--- config.mk ---
export PLATFORM = sky130hd
export DESIGN_NAME = nand_erase_seq
export DESIGN_NICKNAME = d
export VERILOG_FILES = /design/src/rtl/nand_erase_pkg.sv /design/src/rtl/nand_addr_pack.sv /design/src/rtl/nand_strobe.sv /design/src/rtl/nand_rb_wait.sv /design/src/rtl/nand_erase_seq.sv
export SDC_FILE = /design/constraint.sdc
export NUM_CORES = 1
export LEC_CHECK = 0
export BUFFER_PORTS_ARGS = -buffer_cell sky130_fd_sc_hd__buf_4
export CAP_MARGIN = 30
export CORE_MARGIN = 2
export CORE_UTILIZATION = 44
export CTS_BUF_LIST = sky130_fd_sc_hd__clkbuf_4 sky130_fd_sc_hd__clkbuf_8
export DETAILED_ROUTE_END_ITERATION = 8
export GPL_ROUTABILITY_DRIVEN = 1
export GPL_TIMING_DRIVEN = 1
export PLACE_DENSITY = 0.78
export SETUP_SLACK_MARGIN = 0.05
export SYNTH_ARGS = -nofsm -noshare
export SYNTH_HDL_FRONTEND = slang
export SYNTH_SLANG_ARGS = --single-unit
--- constraint.sdc ---
create_clock -name clk -period 2 [get_ports clk]
set_input_delay 0.2 -clock clk [delete_from_list [all_inputs] [get_ports clk]]
set_output_delay 0.2 -clock clk [all_outputs]
set_load 0.03 [all_outputs]
--- src/rtl/nand_erase_pkg.sv ---
package nand_erase_pkg;
  typedef enum logic [2:0] {
    ST_IDLE, ST_SETUP, ST_ADDR, ST_CONF, ST_WAIT, ST_STCMD, ST_STRD, ST_FIN
  } seq_state_t;

  typedef enum logic [1:0] {W_OFF, W_HOLD, W_POLL} rb_phase_t;

  localparam logic [7:0] CMD_ERASE_SETUP = 8'h60;
  localparam logic [7:0] CMD_ERASE_GO    = 8'hD0;
  localparam logic [7:0] CMD_STAT        = 8'h70;
  localparam logic [7:0] CMD_STAT_ALT    = 8'h71;
endpackage

--- src/rtl/nand_addr_pack.sv ---
module nand_addr_pack #(
  parameter int BLK_W    = 9,
  parameter int PAGE_W   = 4,
  parameter int ADDR_CYC = 2
) (
  input  logic [BLK_W-1:0]      blk,
  output logic [ADDR_CYC*8-1:0] bytes_o
);
  localparam int FIELD_W = BLK_W + PAGE_W;
  localparam int BUS_W   = ADDR_CYC * 8;

  logic [FIELD_W-1:0] field;
  assign field = {blk, {PAGE_W{1'b0}}};

  generate
    for (genvar g = 0; g < ADDR_CYC; g++) begin : g_byte
      for (genvar b = 0; b < 8; b++) begin : g_bit
        if (g * 8 + b < FIELD_W) begin : g_live
          assign bytes_o[g*8+b] = field[g*8+b];
        end else begin : g_pad
          assign bytes_o[g*8+b] = 1'b0;
        end
      end
    end
  endgenerate

  initial begin
    if (FIELD_W > BUS_W) $error("address field wider than address cycles");
  end
endmodule

--- src/rtl/nand_strobe.sv ---
module nand_strobe #(
  parameter int LOW_CYC  = 3,
  parameter int HIGH_CYC = 2
) (
  input  logic clk,
  input  logic rst_n,
  input  logic start,
  input  logic rd,
  output logic active,
  output logic we_n,
  output logic re_n,
  output logic sample,
  output logic fin
);
  localparam int TOT = LOW_CYC + HIGH_CYC;
  localparam int CW  = $clog2(TOT + 1);

  logic [CW-1:0] cnt;
  logic          rd_q;
  logic          low_ph;

  always_ff @(posedge clk or negedge rst_n) begin
    if (!rst_n) begin
      active <= 1'b0;
      cnt    <= '0;
      rd_q   <= 1'b0;
    end else if (!active) begin
      if (start) begin
        active <= 1'b1;
        cnt    <= '0;
        rd_q   <= rd;
      end
    end else if (cnt == CW'(TOT - 1)) begin
      active <= 1'b0;
      cnt    <= '0;
    end else begin
      cnt <= cnt + 1'b1;
    end
  end

  assign low_ph = active && (cnt < CW'(LOW_CYC));
  assign we_n   = !(low_ph && !rd_q);
  assign re_n   = !(low_ph && rd_q);
  assign sample = active && rd_q && (cnt == CW'(LOW_CYC - 1));
  assign fin    = active && (cnt == CW'(TOT - 1));

  initial begin
    if (LOW_CYC < 1 || HIGH_CYC < 1) $error("strobe phases must be at least one cycle");
  end
endmodule

--- src/rtl/nand_rb_wait.sv ---
module nand_rb_wait
  import nand_erase_pkg::*;
#(
  parameter int WB_CYC      = 10,
  parameter int TIMEOUT_CYC = 500000
) (
  input  logic clk,
  input  logic rst_n,
  input  logic start,
  input  logic rb_n,
  output logic ok,
  output logic expired
);
  localparam int MAXC = (WB_CYC > TIMEOUT_CYC) ? WB_CYC : TIMEOUT_CYC;
  localparam int CW   = $clog2(MAXC + 1);

  logic [1:0]    sync;
  logic          rb_s;
  rb_phase_t     ph;
  logic [CW-1:0] cnt;

  always_ff @(posedge clk or negedge rst_n) begin
    if (!rst_n) sync <= 2'b11;
    else        sync <= {sync[0], rb_n};
  end
  assign rb_s = sync[1];

  always_ff @(posedge clk or negedge rst_n) begin
    if (!rst_n) begin
      ph  <= W_OFF;
      cnt <= '0;
    end else begin
      case (ph)
        W_OFF: if (start) begin
          ph  <= W_HOLD;
          cnt <= '0;
        end
        W_HOLD: if (cnt == CW'(WB_CYC - 1)) begin
          ph  <= W_POLL;
          cnt <= '0;
        end else begin
          cnt <= cnt + 1'b1;
        end
        W_POLL: if (rb_s || cnt == CW'(TIMEOUT_CYC - 1)) begin
          ph  <= W_OFF;
          cnt <= '0;
        end else begin
          cnt <= cnt + 1'b1;
        end
        default: ph <= W_OFF;
      endcase
    end
  end

  assign ok      = (ph == W_POLL) && rb_s;
  assign expired = (ph == W_POLL) && !rb_s && (cnt == CW'(TIMEOUT_CYC - 1));
endmodule

--- src/rtl/nand_erase_seq.sv ---
module nand_erase_seq
  import nand_erase_pkg::*;
#(
  parameter int MAX_PLANES  = 4,
  parameter int BLK_W       = 9,
  parameter int PAGE_W      = 4,
  parameter int WE_LOW      = 3,
  parameter int WE_HIGH     = 2,
  parameter int WB_CYC      = 10,
  parameter int TIMEOUT_CYC = 500000,
  localparam int PL_W       = (MAX_PLANES > 1) ? $clog2(MAX_PLANES) : 1,
  localparam int ADDR_CYC   = (BLK_W + PAGE_W + 7) / 8,
  localparam int AIDX_W     = (ADDR_CYC > 1) ? $clog2(ADDR_CYC) : 1
) (
  input  logic                        clk,
  input  logic                        rst_n,
  input  logic                        req_valid,
  output logic                        req_ready,
  input  logic [PL_W-1:0]             req_planes,
  input  logic [MAX_PLANES*BLK_W-1:0] req_blocks,
  input  logic                        req_status_en,
  input  logic                        cfg_status_alt,
  output logic                        nand_ce_n,
  output logic                        nand_cle,
  output logic                        nand_ale,
  output logic                        nand_we_n,
  output logic                        nand_re_n,
  output logic [7:0]                  nand_dq_out,
  output logic                        nand_dq_oe,
  input  logic [7:0]                  nand_dq_in,
  input  logic                        nand_rb_n,
  output logic                        busy,
  output logic                        done,
  output logic                        erase_fail,
  output logic                        timeout,
  output logic [7:0]                  status_byte
);
  seq_state_t            state;
  logic [BLK_W-1:0]      blk_q [MAX_PLANES];
  logic [PL_W-1:0]       last_q;
  logic [PL_W-1:0]       pidx;
  logic [AIDX_W-1:0]     aidx;
  logic                  sten_q;
  logic                  alt_q;
  logic                  bus_st;
  logic                  rd_st;
  logic                  s_active, s_sample, s_fin;
  logic                  rbw_ok, rbw_exp;
  logic [ADDR_CYC*8-1:0] addr_bytes;
  logic [7:0]            addr_byte;

  assign bus_st = (state == ST_SETUP) || (state == ST_ADDR) || (state == ST_CONF) ||
                  (state == ST_STCMD) || (state == ST_STRD);
  assign rd_st  = (state == ST_STRD);

  nand_strobe #(.LOW_CYC(WE_LOW), .HIGH_CYC(WE_HIGH)) u_strobe (
    .clk    (clk),
    .rst_n  (rst_n),
    .start  (bus_st && !s_active),
    .rd     (rd_st),
    .active (s_active),
    .we_n   (nand_we_n),
    .re_n   (nand_re_n),
    .sample (s_sample),
    .fin    (s_fin)
  );

  nand_rb_wait #(.WB_CYC(WB_CYC), .TIMEOUT_CYC(TIMEOUT_CYC)) u_rbw (
    .clk     (clk),
    .rst_n   (rst_n),
    .start   ((state == ST_CONF) && s_fin),
    .rb_n    (nand_rb_n),
    .ok      (rbw_ok),
    .expired (rbw_exp)
  );

  nand_addr_pack #(.BLK_W(BLK_W), .PAGE_W(PAGE_W), .ADDR_CYC(ADDR_CYC)) u_pack (
    .blk     (blk_q[pidx]),
    .bytes_o (addr_bytes)
  );

  assign addr_byte = addr_bytes[8*aidx +: 8];

  always_ff @(posedge clk or negedge rst_n) begin
    if (!rst_n) begin
      state       <= ST_IDLE;
      last_q      <= '0;
      pidx        <= '0;
      aidx        <= '0;
      sten_q      <= 1'b0;
      alt_q       <= 1'b0;
      erase_fail  <= 1'b0;
      timeout     <= 1'b0;
      status_byte <= '0;
      for (int i = 0; i < MAX_PLANES; i++) blk_q[i] <= '0;
    end else begin
      case (state)
        ST_IDLE: if (req_valid) begin
          for (int i = 0; i < MAX_PLANES; i++) blk_q[i] <= req_blocks[i*BLK_W +: BLK_W];
          last_q      <= req_planes;
          sten_q      <= req_status_en;
          alt_q       <= cfg_status_alt;
          pidx        <= '0;
          aidx        <= '0;
          erase_fail  <= 1'b0;
          timeout     <= 1'b0;
          status_byte <= '0;
          state       <= ST_SETUP;
        end
        ST_SETUP: if (s_fin) begin
          aidx  <= '0;
          state <= ST_ADDR;
        end
        ST_ADDR: if (s_fin) begin
          if (aidx == AIDX_W'(ADDR_CYC - 1)) begin
            if (pidx == last_q) begin
              state <= ST_CONF;
            end else begin
              pidx  <= pidx + 1'b1;
              state <= ST_SETUP;
            end
          end else begin
            aidx <= aidx + 1'b1;
          end
        end
        ST_CONF: if (s_fin) state <= ST_WAIT;
        ST_WAIT: begin
          if (rbw_ok) begin
            state <= sten_q ? ST_STCMD : ST_FIN;
          end else if (rbw_exp) begin
            timeout <= 1'b1;
            state   <= ST_FIN;
          end
        end
        ST_STCMD: if (s_fin) state <= ST_STRD;
        ST_STRD: begin
          if (s_sample) status_byte <= nand_dq_in;
          if (s_fin) begin
            erase_fail <= status_byte[0];
            state      <= ST_FIN;
          end
        end
        ST_FIN:  state <= ST_IDLE;
        default: state <= ST_IDLE;
      endcase
    end
  end

  always_comb begin
    nand_dq_out = 8'h00;
    case (state)
      ST_SETUP: nand_dq_out = CMD_ERASE_SETUP;
      ST_ADDR:  nand_dq_out = addr_byte;
      ST_CONF:  nand_dq_out = CMD_ERASE_GO;
      ST_STCMD: nand_dq_out = alt_q ? CMD_STAT_ALT : CMD_STAT;
      default:  nand_dq_out = 8'h00;
    endcase
  end

  assign nand_cle   = (state == ST_SETUP) || (state == ST_CONF) || (state == ST_STCMD);
  assign nand_ale   = (state == ST_ADDR);
  assign nand_dq_oe = nand_cle || nand_ale;
  assign nand_ce_n  = (state == ST_IDLE);
  assign busy       = (state != ST_IDLE);
  assign req_ready  = (state == ST_IDLE);
  assign done       = (state == ST_FIN);
endmodule

== After elaboration in Yosys (flattened, before gate mapping) ==
Index checks and enable logic that the tools add are counted.
Word-level totals
  logic and storage cells: 149
  input bits: 52
  memories kept: 0
  bits in registers: 84
  output and inout port bits: 27
  latch bits: 0
  memory bits (read-only): 0
  memory bits (writable): 0
Operators by class
  $mul: 0
  shift operators: 1
  reduce and logical (&&, ||, !) cells: 43
  div/mod/pow operators: 0
  add/sub/neg operators: 4
  muxes and demuxes: 49
  bitwise gates (word level): 2
  magnitude comparators: 2
  equality and inequality tests: 29
Operator list (count)
  19-bit two-way mux: 3
  19-bit case mux with 3 select lines: 1
  3-bit two-way mux: 12
  8-bit case mux with 4 select lines: 1
  3-bit case mux with 8 select lines: 1
  19-bit by 1-bit adder with 19-bit output (second input constant): 1
  19-bit equality test (second input constant): 1
  19-bit by 4-bit equality test with 1-bit output (second input constant): 1
  9-bit binary-select mux with 2-bit select: 1
  2-bit two-way mux: 9
  9-bit two-way mux: 2
  2-bit != test (second input constant): 9
  8-bit two-way mux: 2
  8-bit case mux with 2 select lines: 1
  16-bit by 5-bit variable part select with 8-bit output: 1
  3-bit equality test (second input constant): 5
  1-bit logical AND: 11
  1-bit two-way mux: 11
  2-bit by 1-bit != test with 1-bit output (second input constant): 5
  3-bit by 2-bit equality test with 1-bit output (second input constant): 3
  3-bit AND reduction: 3
  3-bit nonzero test: 3
  1-bit logical OR: 8
  4-bit AND reduction: 2
  23 further kinds: 33

== Longest topological paths before layout ==
  depth after elaboration: 8
  depth in mapped cells: 9

== Cells and area by module ==
A second synthesis with hierarchy kept.
Second synthesis, totals
  cells, all modules: 490
  area total of the unflattened synthesis: 4524.3 um^2
By module, submodules not included
  nand_erase_seq: area each 2720.1 um^2, instances 1, cells an instance 306
  nand_rb_wait: area each 1390.1 um^2, instances 1, cells an instance 141
  nand_strobe: area each 290.3 um^2, instances 1, cells an instance 26
  nand_addr_pack: area each 123.9 um^2, instances 1, cells an instance 17

== Worst setup path before layout ==
Ideal clock, no wire load.
  path kind: reg2reg
  start: register state[1]
  end: register blk_q[27] (netlist bit)
  data arrival time: 2.510 ns
  library setup time: 0.125 ns
  cell stages (with the launch flop): 7
  slack: -0.635 ns
  clock period less this slack: 2.635 ns
  data required time: 1.875 ns
  buffers on the path: 3
  cell sequence: dfrtp_1 > clkbuf_1 > nor3_1 > and2_1 > clkbuf_1 > clkbuf_1 > mux2_2
On the way
  longest elaborated chain between the ends: 2
Ends and longest elaborated chain
  from (decl): line nand_erase_seq.sv:38  | seq_state_t state;
  from (signal assigned): line nand_erase_seq.sv:129  | state <= sten_q ? ST_STCMD : ST_FIN;
  3-bit logical NOT
  named net nand_ce_n: line nand_erase_seq.sv:23  | output logic nand_ce_n,
  2-bit AND reduction (no line)
  to (decl): line nand_erase_seq.sv:39  | logic [BLK_W-1:0] blk_q [MAX_PLANES];
The timed path passes the listed nets, and every way through them passes these cells.
A chain may end at the register's enable or synchronous reset.

== Worst setup path after layout ==
  start: register u_rbw.cnt[7]
  end: register u_rbw.ph[0]
On the way
  longest elaborated chain between the ends: 4
  elaborated cells on any way between the ends: 6
  classes of those cells: 4 x eq/ne; 2 x reduce/logical
Ends and longest elaborated chain
  from (decl): line nand_rb_wait.sv:20  | logic [CW-1:0] cnt;
  from (signal assigned): line nand_rb_wait.sv:42  | cnt <= cnt + 1'b1;
  from (signal assigned): line nand_rb_wait.sv:48  | cnt <= cnt + 1'b1;
  19-bit equality test: line nand_rb_wait.sv:44  | W_POLL: if (rb_s || cnt == CW'(TIMEOUT_CYC - 1)) begin
  1-bit logical OR: line nand_rb_wait.sv:44
  2-bit by 1-bit != test with 1-bit output (no line)
  3-bit AND reduction (no line) *
  to (signal assigned): line nand_rb_wait.sv:39  | ph <= W_POLL;
  to (signal assigned): line nand_rb_wait.sv:45  | ph <= W_OFF;
  to (signal assigned): line nand_rb_wait.sv:50  | default: ph <= W_OFF;
  to (decl): line nand_rb_wait.sv:19  | rb_phase_t ph;
Mark *: on every way between the ends. The rest lies on a longest branch, timed or not.

==> results_dict.tcl <==
set metrics [dict create \
    status "complete, but fails checks" \
    violations "setup timing" \
    layout_common_cells "buf_4 (112), dfrtp_1 (79), mux2_2 (41)" \
    post_dp_cell_area_sq_um 5200 \
    die-area_sq_um 10400 \
    synth-xor-area-share_pct 3.53 \
    clk_path_buf_depth 2 \
    clk_latency_ns 0.36 \
    ys_seq_elements 84 \
    h-tree-depth 3 \
    num-fill-cells 757 \
    cts.sinks 84 \
    synth_mux_area_share_pct 16.9 \
    final_cell_area_sq_um 5640 \
    clkTransAtPathRegs_ns 0.09 \
    grt_max_degree 47 \
    wl_met2_mm 5.21 \
    firstDrtPassIters 4 \
    worstHoldPathType "in2reg" \
    grt_overflow_total 0 \
    antenna_cells 0 \
    syn_nets 426 \
    std_cell_rows 35 \
    core_area_sq_um 9280 \
    start_util_pct 45.4 \
    period_needed_ns 2.24 \
    yosysUniqueCellTypes 55 \
    hold_viol_final 0 \
    max_slew_margin_pct 59.7 \
    yosysSeqAreaShare_pct 49.9 \
    finalNonFillerCells 618 \
    syn-cell-area_sq_um 4220 \
    dpl.hpwl_mm 6.96 \
    drt-met1-wl_mm 4.11 \
    routed_via_density 5.37 \
    worst_pin_slew_ns 0.605 \
    drcViolationCount 0 \
    synth_compound_area_share_pct 8.78 \
    setup_ws_ns -0.238 \
    final_common_cell "buf_4" \
    grt_usage_pct 20.5 \
    antenna_found_initial 0 \
    drv_cap 0 \
    grt_pass1_vias 3300 \
    hold_ws_ns 0.0508 \
    slew_viol_final 0 \
    chipWidth_um 102 \
    crit_type "reg2reg" \
    gp_routability_congestion 0.939 \
    routed.top_layer "met4" \
    cp-start-kind "flop" \
    hold_path_depth 2 \
    synth_enable_flop_cells 0 \
    synth_simple_gate_area_share_pct 15.2 \
    setup-violations-final 26 \
    fmax_mhz 447 \
    synth_fa_ha_area_share_pct 2.67 \
    yosysWarnings 0 \
    finalPower_mw 8.15 \
    cts-root-buf "clkbuf_8" \
    p_leak_nw 2.57 \
    rsz0062_at_grt "true" \
    syn_to_final_growth_pct 33.8 \
    cts_tree "done" \
    avgSynthCellArea_sq_um 11.6 \
    dpl.cell_count 589 \
    synth_top_family_by_area "multiplexers" \
    max-vdd-ir-drop_v 0.000790 \
    p_per_area_nw_per_um2 1450 \
    crit_required_ns 2.25 \
    grt_pass1_wl_mm 16.2 \
    dr_wl_met3_um 483 \
    slowest_delay_ns 0.56 \
    end_kind "flop" \
    die_h_um 102 \
    r2r_cells 6 \
    critical_path.max_fanout 3 \
    critical_path.slowest_cell "or4_4" \
    synth_ff_type "dfrtp_1" \
    portBuffers 78 \
    syn_inst 365 \
    cts_buffers 9 \
    worst_ep_arrival_time_ns 2.48 \
    synthArstFlopShare_pct 100 \
    finalSetupTns_ns -3.46 \
    drive_gt1_share_pct 47.9 \
    num_io_pins 79 \
    fin_nets 545 \
    fin_crit_sh_pct 112 \
    vias 3318 \
    wl_mm 10.1 \
    crit_chain "or4_4 > nor4_4 > nand2_2 > a22o_4 > nand2b_4 > mux2_4" \
    fin_worst_skew_ns 0.0143 \
    antenna_left 0 \
    drt_iter0_drc 120 \
    wire_per_inst_um 16.3 \
]
[Yosys cell counts, types with 2 or more instances]
cell      number  area, sq um
nand2b_1       5         31.3
o21ai_0       12         60.1
and3_1         9         56.3
o22ai_1        3         18.8
inv_1         11         41.3
and3_2         2         15.0
dfrtp_1       82         2050
clkbuf_1       8         30.0
nand2_1       30          113
xnor2_1        3         26.3
nor2b_1        3         18.8
nand4_1        6         37.5
buf_2          4         20.0
a21oi_1        5         25.0
mux4_2         9          203
dfstp_2        2         52.6
buf_4          2         15.0
nor4b_1        2         17.5
nand3_1       13         65.1
a22o_1        11         96.3
or4_4          2         22.5
nor3_1         7         35.0
nor2_1        33          124
buf_1          4         15.0
ha_1           9          113
a31oi_1        3         18.8
xor2_1        14          123
o31ai_1        2         15.0
mux2i_1        2         20.0
mux2_4         2         30.0
mux2_2        41          462
[path summary, 6_finish.rpt]
path,startpoint,endpoint,slack (ns)
min in group asynchronous,rst_n,blk_q[14]$_DFFE_PN0P_,0.39
hold reg to reg,u_rbw.sync[0]$_DFF_PN1_,u_rbw.sync[1]$_DFF_PN1_,0.37
setup / recovery,u_rbw.cnt[7]$_DFFE_PN0P_,u_rbw.ph[0]$_DFFE_PN0P_,-0.24
max in group asynchronous,rst_n,u_rbw.sync[1]$_DFF_PN1_,0.91
hold / removal,nand_dq_in[5],status_byte[5]$_DFFE_PN0P_,0.05
setup reg to reg,u_rbw.cnt[7]$_DFFE_PN0P_,u_rbw.ph[0]$_DFFE_PN0P_,-0.24
[cell families (layout without fill, tap and decap cells)]
logic type / count (synthesis) / count (layout)
AO/OA/AOI/OAI: 49 / 49
buffers and inverters: 30 / 154
multiplexers: 54 / 54
XOR/XNOR: 17 / 17
AND/OR/NAND/NOR: 122 / 122
adder cells (fa/ha/maj): 9 / 9
flip-flops: 84 / 84
[layout make-up]
| class | count | area, sq um | area share (%) |
|---|---|---|---|
| Timing Repair Buffer | 127 | 1030 | 18.2 |
| Sequential cell | 84 | 2110 | 37.4 |
| Clock inverter | 7 | 56.3 | 0.998 |
| Tap cell | 129 | 161 | 2.86 |
| Clock buffer | 9 | 124 | 2.20 |
| Multi-Input combinational cell | 251 | 2120 | 37.6 |
| Inverter | 11 | 43.8 | 0.776 |
[stage by stage]
step,utilization (%),setup slack [ns]
detailed placement,56.0,-0.228
finish,60.8,-0.238
global route,60.8,-0.303
floorplan,-,-0.148
global placement,56.0,-0.171
CTS,59.9,-0.206
[worst max-delay path: cells and delay by family, from the launching register on]
family	cells	cell delay, ns
and+or+nand+nor	4	1.17
DFF	1	0.40
muxes	1	0.29
AOI/OAI and AO/OA	1	0.27
[power breakdown]
part	total [mW]	switching, mW	internal [mW]
Clock	1.13	0.659	0.468
Sequential	2.68	0.399	2.29
Combinational	4.34	2.18	2.16
[repair_timing]
item                                   4_1_cts  5_1_grt
hold buffers                                 2        0
gates cloned                                 1        0
buffers inserted                             6        6
endpoints found under the hold margin       43        0
pin swaps                                    9        9
setup endpoints to repair                   32       33
resized for setup                           24       22
[registers in the layout, summed over array words and instances, names as in the netlist, 2 cells and up]
signal        cells
last_q            2
u_rbw.sync        2
pidx              2
u_rbw.cnt        19
u_rbw.ph          2
status_byte       8
u_strobe.cnt      3
blk_q            36
state             3
[layer usage]
layer	global-route usage, %	vias up
li1	-	1545
met1	26.0	1656
met2	34.2	96
met3	3.97	21
met4	9.33	0
met5	0	-
No activity file was read; power rests on OpenSTA's default activity.
